<file path="src/rtl/cmd_write_guard_pkg.sv">
package cmd_write_guard_pkg;

  localparam int ADDR_W   = 13;
  localparam int DATA_W   = 8;
  localparam int SEQ_LEN  = 6;
  localparam int STEP_W   = $clog2(SEQ_LEN + 1);
  localparam int HIT_W    = 1 << STEP_W;

  localparam logic [ADDR_W-1:0] CMD_ADDR_HI = 13'h1555;
  localparam logic [ADDR_W-1:0] CMD_ADDR_LO = 13'h0AAA;
  localparam logic [DATA_W-1:0] UNLOCK_DATA = 8'hA0;
  localparam logic [STEP_W-1:0] FORK_STEP   = STEP_W'(2);
  localparam logic [STEP_W-1:0] LAST_STEP   = STEP_W'(SEQ_LEN - 1);

  typedef logic [STEP_W-1:0] step_t;

  typedef struct packed {
    logic timerClear;
    logic timerRun;
  } ctrl_strobes_t;

  function automatic logic [ADDR_W-1:0] seqAddr(input int idx);
    case (idx)
      1, 4:    seqAddr = CMD_ADDR_LO;
      default: seqAddr = CMD_ADDR_HI;
    endcase
  endfunction

  function automatic logic [DATA_W-1:0] seqData(input int idx);
    case (idx)
      0, 3:    seqData = 8'hAA;
      1, 4:    seqData = 8'h55;
      2:       seqData = 8'h80;
      default: seqData = 8'h20;
    endcase
  endfunction

endpackage

</file>
<file path="src/rtl/wp_match_datapath.sv">
module wp_match_datapath
  import cmd_write_guard_pkg::*;
#(
  parameter int BLC_CYCLES = 5000
) (
  input  logic              clk,
  input  logic              rstN,
  input  logic [ADDR_W-1:0] wrAddr,
  input  logic [DATA_W-1:0] wrData,
  input  step_t             curStep,
  input  ctrl_strobes_t     strb,
  output logic              stepHit,
  output logic              unlockHit,
  output logic              windowExpired
);

  localparam int CNT_W = $clog2(BLC_CYCLES + 1);
  localparam logic [CNT_W-1:0] CNT_LAST = CNT_W'(BLC_CYCLES - 1);
  localparam logic [CNT_W-1:0] CNT_MAX  = CNT_W'(BLC_CYCLES);

  logic [HIT_W-1:0] hitVec;
  logic [CNT_W-1:0] gapCnt;

  // One comparator per sequence position; unused step codes never hit.
  for (genvar i = 0; i < HIT_W; i++) begin : g_cmp
    if (i < SEQ_LEN) begin : g_used
      assign hitVec[i] = (wrAddr == seqAddr(i)) && (wrData == seqData(i));
    end else begin : g_spare
      assign hitVec[i] = 1'b0;
    end
  end

  assign stepHit   = hitVec[curStep];
  assign unlockHit = (wrAddr == CMD_ADDR_HI) && (wrData == UNLOCK_DATA);

  // Cycles elapsed since the last strobe while a sequence or session is live.
  always_ff @(posedge clk or negedge rstN) begin
    if (!rstN) begin
      gapCnt <= '0;
    end else if (strb.timerClear) begin
      gapCnt <= '0;
    end else if (strb.timerRun && gapCnt != CNT_MAX) begin
      gapCnt <= gapCnt + 1'b1;
    end
  end

  assign windowExpired = strb.timerRun && !strb.timerClear && (gapCnt == CNT_LAST);

endmodule

</file>
<file path="src/rtl/wp_seq_control.sv">
module wp_seq_control
  import cmd_write_guard_pkg::*;
(
  input  logic          clk,
  input  logic          rstN,
  input  logic          coldRstN,
  input  logic          wrStrobe,
  input  logic          pgmStart,
  input  logic          stepHit,
  input  logic          unlockHit,
  input  logic          windowExpired,
  output step_t         curStep,
  output ctrl_strobes_t strb,
  output logic          wrPermit,
  output logic          wrDiscard,
  output logic          protActive,
  output logic          pageUnlocked
);

  logic atFork;
  logic isCmd;
  logic unlockDone;
  logic disableDone;
  logic seqLive;

  assign atFork      = (curStep == FORK_STEP);
  assign isCmd       = wrStrobe && (stepHit || (atFork && unlockHit));
  assign unlockDone  = wrStrobe && atFork && unlockHit;
  assign disableDone = wrStrobe && (curStep == LAST_STEP) && stepHit;
  assign seqLive     = (curStep != '0) || pageUnlocked;

  assign strb.timerRun   = seqLive;
  assign strb.timerClear = wrStrobe || !seqLive;

  assign wrDiscard = isCmd;
  assign wrPermit  = wrStrobe && !isCmd && (!protActive || pageUnlocked);

  always_ff @(posedge clk or negedge rstN) begin
    if (!rstN) begin
      curStep <= '0;
    end else if (windowExpired) begin
      curStep <= '0;
    end else if (wrStrobe) begin
      if (!isCmd || unlockDone || disableDone) begin
        curStep <= '0;
      end else begin
        curStep <= curStep + 1'b1;
      end
    end
  end

  always_ff @(posedge clk or negedge rstN) begin
    if (!rstN) begin
      pageUnlocked <= 1'b0;
    end else if (unlockDone) begin
      pageUnlocked <= 1'b1;
    end else if (disableDone || windowExpired || pgmStart) begin
      pageUnlocked <= 1'b0;
    end
  end

  // Survives the write-path reset; only a cold reset clears it.
  always_ff @(posedge clk or negedge coldRstN) begin
    if (!coldRstN) begin
      protActive <= 1'b0;
    end else if (unlockDone) begin
      protActive <= 1'b1;
    end else if (disableDone) begin
      protActive <= 1'b0;
    end
  end

endmodule

</file>
<file path="src/rtl/cmd_write_guard.sv">
module cmd_write_guard
  import cmd_write_guard_pkg::*;
#(
  parameter int BLC_CYCLES = 5000
) (
  input  logic        clk,
  input  logic        coldRstN,
  input  logic        rstN,
  input  logic        wrStrobe,
  input  logic [12:0] wrAddr,
  input  logic [7:0]  wrData,
  input  logic        pgmStart,
  output logic        wrPermit,
  output logic        wrDiscard,
  output logic        protActive,
  output logic        pageUnlocked
);

  step_t         curStep;
  ctrl_strobes_t strb;
  logic          stepHit;
  logic          unlockHit;
  logic          windowExpired;

  wp_match_datapath #(.BLC_CYCLES(BLC_CYCLES)) u_dp (
    .clk          (clk),
    .rstN         (rstN),
    .wrAddr       (wrAddr),
    .wrData       (wrData),
    .curStep      (curStep),
    .strb         (strb),
    .stepHit      (stepHit),
    .unlockHit    (unlockHit),
    .windowExpired(windowExpired)
  );

  wp_seq_control u_ctl (
    .clk          (clk),
    .rstN         (rstN),
    .coldRstN     (coldRstN),
    .wrStrobe     (wrStrobe),
    .pgmStart     (pgmStart),
    .stepHit      (stepHit),
    .unlockHit    (unlockHit),
    .windowExpired(windowExpired),
    .curStep      (curStep),
    .strb         (strb),
    .wrPermit     (wrPermit),
    .wrDiscard    (wrDiscard),
    .protActive   (protActive),
    .pageUnlocked (pageUnlocked)
  );

endmodule

</file>
<file path="config.mk">
export PLATFORM = sky130hd
export DESIGN_NAME = cmd_write_guard
export DESIGN_NICKNAME = d
export VERILOG_FILES = /design/src/rtl/cmd_write_guard_pkg.sv /design/src/rtl/wp_match_datapath.sv /design/src/rtl/wp_seq_control.sv /design/src/rtl/cmd_write_guard.sv
export SDC_FILE = /design/constraint.sdc
export NUM_CORES = 1
export LEC_CHECK = 0
export CAP_MARGIN = 20
export CORE_UTILIZATION = 34
export DETAILED_ROUTE_END_ITERATION = 10
export GPL_TIMING_DRIVEN = 0
export PLACE_DENSITY_LB_ADDON = 0.1
export SYNTH_ARGS = -nofsm -noshare
export SYNTH_HDL_FRONTEND = slang
export SYNTH_HIERARCHICAL = 1
export SYNTH_SLANG_ARGS = --single-unit
</file>
<file path="constraint.sdc">
create_clock -name clk -period 2.75 [get_ports clk]
set_input_delay 0.4125 -clock clk [delete_from_list [all_inputs] [get_ports clk]]
set_output_delay 0.4125 -clock clk [all_outputs]
set_load 0.005 [all_outputs]
</file>
-- Yosys cells after proc, flatten, opt, wreduce, memory -nomap -nowiden
Cells that the tools add are included.
- register bits: 18
- bits of input ports: 26
- word-level logic and storage cells: 62
- add/subtract/negate cells: 2
- equality and inequality tests: 11
- reductions and logical operators: 33
- multiplexer cells: 11
- order comparisons: 1
- operator list (cell ; number):
    equality test 13 bit, second input constant ; 2
    2-to-1 mux 13 bit ; 2
    equality test 8 bit, second input constant ; 3
    logical AND 1 bit ; 16
    adder 13 x 1 -> 13 bit, second input constant ; 1
    equality test 13 x 12 -> 1 bit, second input constant ; 1
    != test 13 bit, second input constant ; 1
    2-to-1 mux 3 bit ; 3
    equality test 8 x 6 -> 1 bit, second input constant ; 1
    equality test 8 x 7 -> 1 bit, second input constant ; 1
    logical OR 1 bit ; 8
    nonzero test 2 bit ; 4
    2-to-1 mux 1 bit ; 5
    logical NOT 1 bit ; 4
    < comparator 3 x 4 -> 1 bit, second input constant ; 1
    adder 3 x 1 -> 3 bit, second input constant ; 1
    binary-select mux 1 bit (select 3 bit) ; 1
    equality test 3 x 2 -> 1 bit, second input constant ; 1
    equality test 3 bit, second input constant ; 1
    nonzero test 3 bit ; 1

-- Logic depth before layout (Yosys ltp)
Gate-level depths: netlist of run 1.
- word-level depth: 12
- mapped depth: 9

-- By module
The synthesis of run 1 kept the hierarchy.
- by module, submodules not included (module ; cells each ; times used ; area an instance (um2)):
    wp_match_datapath ; 100 ; 1 ; 917.1
    wp_seq_control ; 37 ; 1 ; 354.1

-- Worst setup path after synthesis of run 1
OpenSTA, ideal clock, no wires.
- path type: input to output
- start: input wrAddr[11]
- end: output wrPermit
- setup slack: 0.501 ns
- data required time: 2.338 ns
- arrival: 1.836 ns
- cell stages on the path: 7
- cells stage by stage: nand4b_1 nor4b_1 and3_1 a21oi_1 o311ai_0 nor2_1 and3_1
- cells in the longest elaborated chain, start to end: 9
- ends and longest elaborated chain (what ; RTL line ; RTL):
    from (decl) ; cmd_write_guard.sv:10 ; input logic [12:0] wrAddr,
    equality test 13 bit or equality test 13 x 12 -> 1 bit (tied branches) ; wp_match_datapath.sv:27 ; assign hitVec[i] = (wrAddr == seqAddr(i)) && (wrData == seqData(i));
    logical AND 1 bit ; wp_match_datapath.sv:27 ;
    binary-select mux 1 bit (select 3 bit) * ; wp_match_datapath.sv:33 ; assign stepHit = hitVec[curStep];
    2-to-1 mux 1 bit (implied by the code) * ; wp_match_datapath.sv:33 ;
    named net stepHit ; cmd_write_guard.sv:21 ; logic stepHit;
    logical OR 1 bit * ; wp_seq_control.sv:27 ; assign isCmd = wrStrobe && (stepHit || (atFork && unlockHit));
    logical AND 1 bit * ; wp_seq_control.sv:27 ;
    logical NOT 1 bit * ; wp_seq_control.sv:36 ; assign wrPermit = wrStrobe && !isCmd && (!protActive || pageUnlocked);
    logical AND 1 bit * (2 in series) ; wp_seq_control.sv:36 ;
    to (decl) ; cmd_write_guard.sv:13 ; output logic wrPermit,
The timed path passes the listed nets; every way through them passes the cells marked *. The select of a mux whose other input is x is not followed.

-- Worst setup path in the final report of run 1
- start: input wrAddr[4]
- end: output wrDiscard
- cells in the longest elaborated chain, start to end: 6
- ends and longest elaborated chain (what ; RTL line ; RTL):
    equality test 13 bit or equality test 13 x 12 -> 1 bit (tied branches) ; wp_match_datapath.sv:27 ;
    logical AND 1 bit ; wp_match_datapath.sv:27 ;
    binary-select mux 1 bit (select 3 bit) * ; wp_match_datapath.sv:33 ;
    2-to-1 mux 1 bit (implied by the code) * ; wp_match_datapath.sv:33 ;
    named net stepHit ; cmd_write_guard.sv:21 ;
    logical OR 1 bit * ; wp_seq_control.sv:27 ;
    logical AND 1 bit * ; wp_seq_control.sv:27 ;
    to (decl) ; cmd_write_guard.sv:14 ; output logic wrDiscard,
Marks and branches as above.

==> results.cfg, run 1 <==
[setup_path]
cp_cell_sequence = clkdlybuf4s50_1 -> nor4_1 -> and4_1 -> a21oi_2 -> o311ai_2 -> nor2_1 -> buf_4 -> nor2b_1 -> buf_2
path_max_fanout = 3
slowest_delay_ps = 450
reg2reg_slack_ps = 300
cp.required_ps = 2340
cp.arrival_ps = 2210
r2r_end = u_ctl/pageUnlocked
critPathLaunchType = primary input
reg2regPathDepth = 5
endpoint_kind = output pin
path_class = primary input to output pin
r2r-start = u_dp/gapCnt[6]
slowest_stage = clkdlybuf4s50_1

[timing]
slew-limit-headroom_pct = 42.9
fin_crit_ps = 2630
fin_setup_tns_ps = 0
hold_viol = 0
min_period_over_period_pct = 95.5
setup_viol = 0
finalMaxSlewViolations = 0
fmax_mhz = 381
tightest_slew_ps = 848
clock_skew_ps = 3.96

[routing]
drt_iter0_drc = 42
via_per_inst = 5.42
wl_per_cell_microns = 13.0
finalWirelength_mm = 2.88
drc = 0
first_pass_iters = 4
drtAntennaViolNets = 0
vias = 1204

[placed_design]
io_buffer_count = 29
dp_hpwl_mm = 2.15
gp_congestion = 0.800

[power]
p_leak_nw = 0.788
power_density_mw_per_mm2 = 304
vdd_drop_max_mv = 0.164
total_power_w = 0.000542

[cts]
root_buffer = clkbuf_8
clk_pin_slew_ps = 70
clockBufferDepth = 2
insertion_delay_ps = 260
clock_sinks = 18
tritoncts = built
h-tree-depth = 1
cts_made_buffers = 3

[layout]
antenna_cells = 0
syn2layout_area_growth_pct = 40.4
fill_cells = 358
drive_above_1_share_pct = 19.3
final_net_count = 209
postLayoutCoreUtil_pct = 51.4

[yosys]
synth_edf_count = 0
synth-seq-area-share_pct = 35.4
avgSynthCellArea_sq_um = 9.28
yosys_warnings = 6
synthDistinctLibCells = 43
synth_seq_cells = 18
synthArstFlopShare_pct = 100
synthCells = 137
syn_nets = 169
synth_ff_type = dfrtp_1
syn-cell-area_sq_mm = 0.00127

[global_route]
track_usage_pct = 15.7
grt_max_degree = 18
grt-ovfl-total = 0
first_global_vias = 1166
grt_pass1_wl_mm = 5.06
grt_antenna_before_repair = 0

[floorplanning]
core_area_sq_mm = 0.00347
die_h_microns = 63.1
num_io_pins = 30
die_x_microns = 63.1
initial_core_util_pct = 36.7
die_area_sq_mm = 0.00399
placementRows = 21

[min_path]
hold_path.class = primary input to async pin

[run_status]
status = finished, final reports clean

[job]
drv_cap = 0
-- how the worst max path moves through the flow --
stage / from / endpoint / slack, ps
final: wrAddr[4] / wrDiscard / 120
after global routing: wrAddr[4] / wrDiscard / -70
after CTS: wrData[2] / wrDiscard / 10
after detailed placement: wrAddr[8] / wrDiscard / -740
after global placement: wrAddr[8] / wrDiscard / -740
after floorplan: wrAddr[11] / wrPermit / 500
-- cells in the final DEF (no fill, tap or decap), types with 4 or more instances in the layout --
cell type,n
dlygate4sd2_1,8
inv_1,6
buf_4,7
nand3_1,5
clkbuf_8,4
nand2_1,8
dlymetal6s2s_1,8
nor2_1,18
ha_1,6
xor2_1,7
clkdlybuf4s50_1,11
nand4_1,7
and3_1,6
dfrtp_1,18
-- final cells by class --
type / instances / area, sq um / area share (%)
Clock buffer: 4 / 55.1 / 3.09
Buffer: 3 / 16.3 / 0.912
Inverter: 6 / 22.5 / 1.26
Multi-Input combinational cell: 110 / 847 / 47.5
Tap cell: 46 / 57.6 / 3.23
Sequential cell: 18 / 450 / 25.2
Timing Repair Buffer: 35 / 335 / 18.8
-- logic make-up (layout without fill, tap and decap cells) --
logic type | after synthesis | count (layout) | synth area share (%)
and+or+nand+nor | 78 | 78 | 37.1
DFF | 18 | 18 | 35.4
AOI/OAI and AO/OA | 15 | 15 | 10.8
xor gates and xnor gates | 10 | 10 | 6.89
buffers and inverters | 9 | 48 | 3.05
adders and majority gates | 6 | 6 | 5.91
muxes | 1 | 1 | 0.787
-- synthesized netlist by cell type (2+ instances only) --
| cell | n | area (sq um) |
|---|---|---|
| dfrtp_1 | 18 | 450 |
| nor2_1 | 18 | 67.6 |
| nand2_1 | 8 | 30.0 |
| and3_1 | 7 | 43.8 |
| nand4_1 | 7 | 43.8 |
| xor2_1 | 7 | 61.3 |
| ha_1 | 6 | 75.1 |
| inv_1 | 6 | 22.5 |
| nand3_1 | 5 | 25.0 |
| nor4_1 | 5 | 31.3 |
| a21oi_1 | 3 | 15.0 |
| nand2b_1 | 3 | 18.8 |
| nand4b_1 | 3 | 26.3 |
| nor4bb_1 | 3 | 30.0 |
| o21ai_0 | 3 | 15.0 |
| xnor2_1 | 3 | 26.3 |
| and4_1 | 2 | 17.5 |
| and4b_1 | 2 | 20.0 |
| nand3b_1 | 2 | 15.0 |
| or3_2 | 2 | 15.0 |
| or4_1 | 2 | 15.0 |
-- power breakdown --
group             switching, W  internal [W]  total (W)
registers      0.0000000000502      0.000265   0.000265
clock network        0.0000932      0.000127   0.000221
logic                0.0000233     0.0000338  0.0000570
-- sequential cells by signal, summed over array words and instances (netlist names) --
signal,cells
u_ctl/curStep,3
u_ctl/pageUnlocked,1
u_ctl/protActive,1
u_dp/gapCnt,13
-- metal layers --
| metal | GRT usage [%] | up-vias | part of all wire, % |
|---|---|---|---|
| met2 | 26.7 | 31 | 46 |
| met4 | 3.49 | 0 | 0.59 |
| met5 | 0 | - | 0 |
| met3 | 4.17 | 2 | 5.3 |
| met1 | 19.6 | 579 | 48 |
| li1 | - | 592 | - |
-- metrics by stage --
stage | worst slack, ps | area [sq um] | hold slack (ps) | instances
after floorplan | 501 | 1270 | 117 | 137
after global placement | -738 | 1620 | 517 | 212
after detailed placement | -743 | 1620 | 510 | 212
after CTS | 14.0 | 1730 | 283 | 222
after global routing | -68.4 | 1780 | 276 | 222
final | 123 | 1780 | 287 | 222
-- critical path: cells and delay by family --
family	cells	cell delay, ps
compound gates	2	300
simple gates	4	790
buf+inv	3	700
-- timing repair --
item                       CTS  global route
setup endpoints to repair    3             2
gates resized for setup     22            13
pin swaps                   10             8
buffers inserted             6             0
hold buffers                 0             0
Note: power is estimated with default switching activity, not from simulation.
==> run 2, diff against run 1 <==
GPL_ROUTABILITY_DRIVEN = 1   (was default)
==> results of run 2 <==
Same layout as run 1: the final DEF is identical, and so are final timing and power.
==> run 3, diff against run 2 <==
CORE_MARGIN = 2   (was default)
==> results.cfg, run 3 (same netlist as run 1, synthesis figures left out) <==
[routing]
wl_per_cell_microns = 14.3
finalWirelength_mm = 3.15
vias = 1186
drtAntennaViolNets = 0
first_pass_iters = 4
drc = 0
via_per_inst = 5.37
drt_iter0_drc = 54

[setup_path]
r2r-start = u_dp/gapCnt[6]
cp.required_ps = 2340
r2r_end = u_ctl/pageUnlocked
endpoint_kind = output pin
cp.arrival_ps = 2240
path_max_fanout = 2
critPathLaunchType = primary input
slowest_delay_ps = 500
reg2reg_slack_ps = 230
critPathLaunch = wrData[0]
cp_cell_sequence = clkdlybuf4s50_1 -> nor4bb_1 -> and4_1 -> a21oi_2 -> o311ai_2 -> nor2_1 -> and3_1 -> buf_2
slowest_stage = clkdlybuf4s50_1
path_class = primary input to output pin
reg2regPathDepth = 5

[job]
drv_cap = 0

[cts]
insertion_delay_ps = 260
root_buffer = clkbuf_8
clock_sinks = 18
cts_made_buffers = 3
clockBufferDepth = 2
h-tree-depth = 1
clk_pin_slew_ps = 70
tritoncts = built

[timing]
fmax_mhz = 377
setup_viol = 0
finalMaxSlewViolations = 0
holdWs_ps = 288
clock_skew_ps = 1.93
tightest_slew_ps = 903
fin_crit_ps = 2650
slew-limit-headroom_pct = 39.2
setup_slack_ps = 96.2
rsz0062_at_grt = false
hold_viol = 0
fin_setup_tns_ps = 0
min_period_over_period_pct = 96.5

[layout]
final_cell_mix = 18 x nor2_1, 18 x dfrtp_1, 15 x clkdlybuf4s50_1, 10 x dlymetal6s2s_1, 8 x nand2_1
fill_cells = 389
final_cell_count_no_fill = 221
largest_register = u_dp/gapCnt
seqCellArea_sq_um = 450
reg.largest.list = u_dp/gapCnt: 13 flops, u_ctl/curStep: 3 flops
final_net_count = 206
syn2layout_area_growth_pct = 39.1
antenna_cells = 0
largest_reg_flops = 13
drive_above_1_share_pct = 17.9
postLayoutCoreUtil_pct = 48.7
multiInputGateArea_sq_um = 838

[floorplanning]
num_io_pins = 30
die_x_microns = 65.1
die_area_sq_mm = 0.00424
placementRows = 22
core_area_sq_mm = 0.00363
die_h_microns = 65.1
initial_core_util_pct = 35.0

[global_route]
track_usage_pct = 15.9
grt_antenna_before_repair = 0
grt_pass1_wl_mm = 5.26
first_global_vias = 1199
grt-ovfl-total = 0
grt_max_degree = 18

[placed_design]
io_buffer_count = 29
dp_cells = 214
dp_slack_ps = -679
gp_congestion = 0.800
dp_hpwl_mm = 2.31

[power]
vdd_drop_max_mv = 0.178
p_leak_nw = 0.777
power_density_mw_per_mm2 = 308

[run_status]
status = finished, final reports clean

[min_path]
hold_path.class = primary input to async pin
[run 3: cell count changes in the layout (fill, tap and decap cells not counted)]
cell,previous run,this run
dlygate4sd2_1,8,2
clkdlybuf4s50_1,11,15
buf_4,7,4
dlymetal6s2s_1,8,10
nor4_1,2,3
nor4_2,3,2
nor4b_2,0,1
nor4b_4,1,0
nor4bb_1,2,1
nor4bb_2,0,1
[run 3: critical path: cells and delay by family]
kind	cells	cell delay, ps
AOI/OAI and AO/OA	2	300
buffers and inverters	2	620
and+or+nand+nor	4	910
[run 3: how the worst max path moves through the flow]
| stage | cells past startpoint | end | slack, ps |
|---|---|---|---|
| after CTS | 9 | wrPermit | 20 |
| final | 8 | wrPermit | 100 |
| after global routing | 8 | wrPermit | 4 |
| after floorplan | 7 | wrPermit | 500 |
| after detailed placement | 9 | wrDiscard | -680 |
| after global placement | 9 | wrDiscard | -670 |
[run 3: area by class of cell]
class | instances | share of cell area (%)
multi-input cells | 110 | 47.4
clock buffers | 4 | 3.11
plain buffers | 3 | 0.920
repair buffers | 32 | 18.4
inverters | 6 | 1.27
flip-flops and latches | 18 | 25.5
well taps | 48 | 3.40
[run 3: metrics by stage]
stage	area (sq um)	total power, W
final	1770	0.000545
after global routing	1770	0.000563
after CTS	1720	0.000549
after detailed placement	1620	0.000328
after global placement	1620	0.000327
after floorplan	1270	0.000279
[run 3: metal layers]
metal | track usage [%] | wire, microns
met3 | 3.77 | 116
met1 | 18.6 | 1420
met5 | 0 | 0
met4 | 4.69 | 29
met2 | 28.7 | 1590
[run 3: power by group]
| part | switching, W | leakage [nW] | internal [W] |
|---|---|---|---|
| clock network | 0.0000929 | 0.0288 | 0.000127 |
| logic | 0.0000235 | 0.497 | 0.0000364 |
| registers | 0.0000000000468 | 0.252 | 0.000265 |
| total | 0.000116 | 0.777 | 0.000428 |
[run 3: repair_timing]
action,4_1_cts,5_1_grt
endpoints found under the setup margin,2,2
hold buffers,0,0
gates resized for setup,17,13
cloned,0,0
setup buffers,3,0
pin swaps,7,11
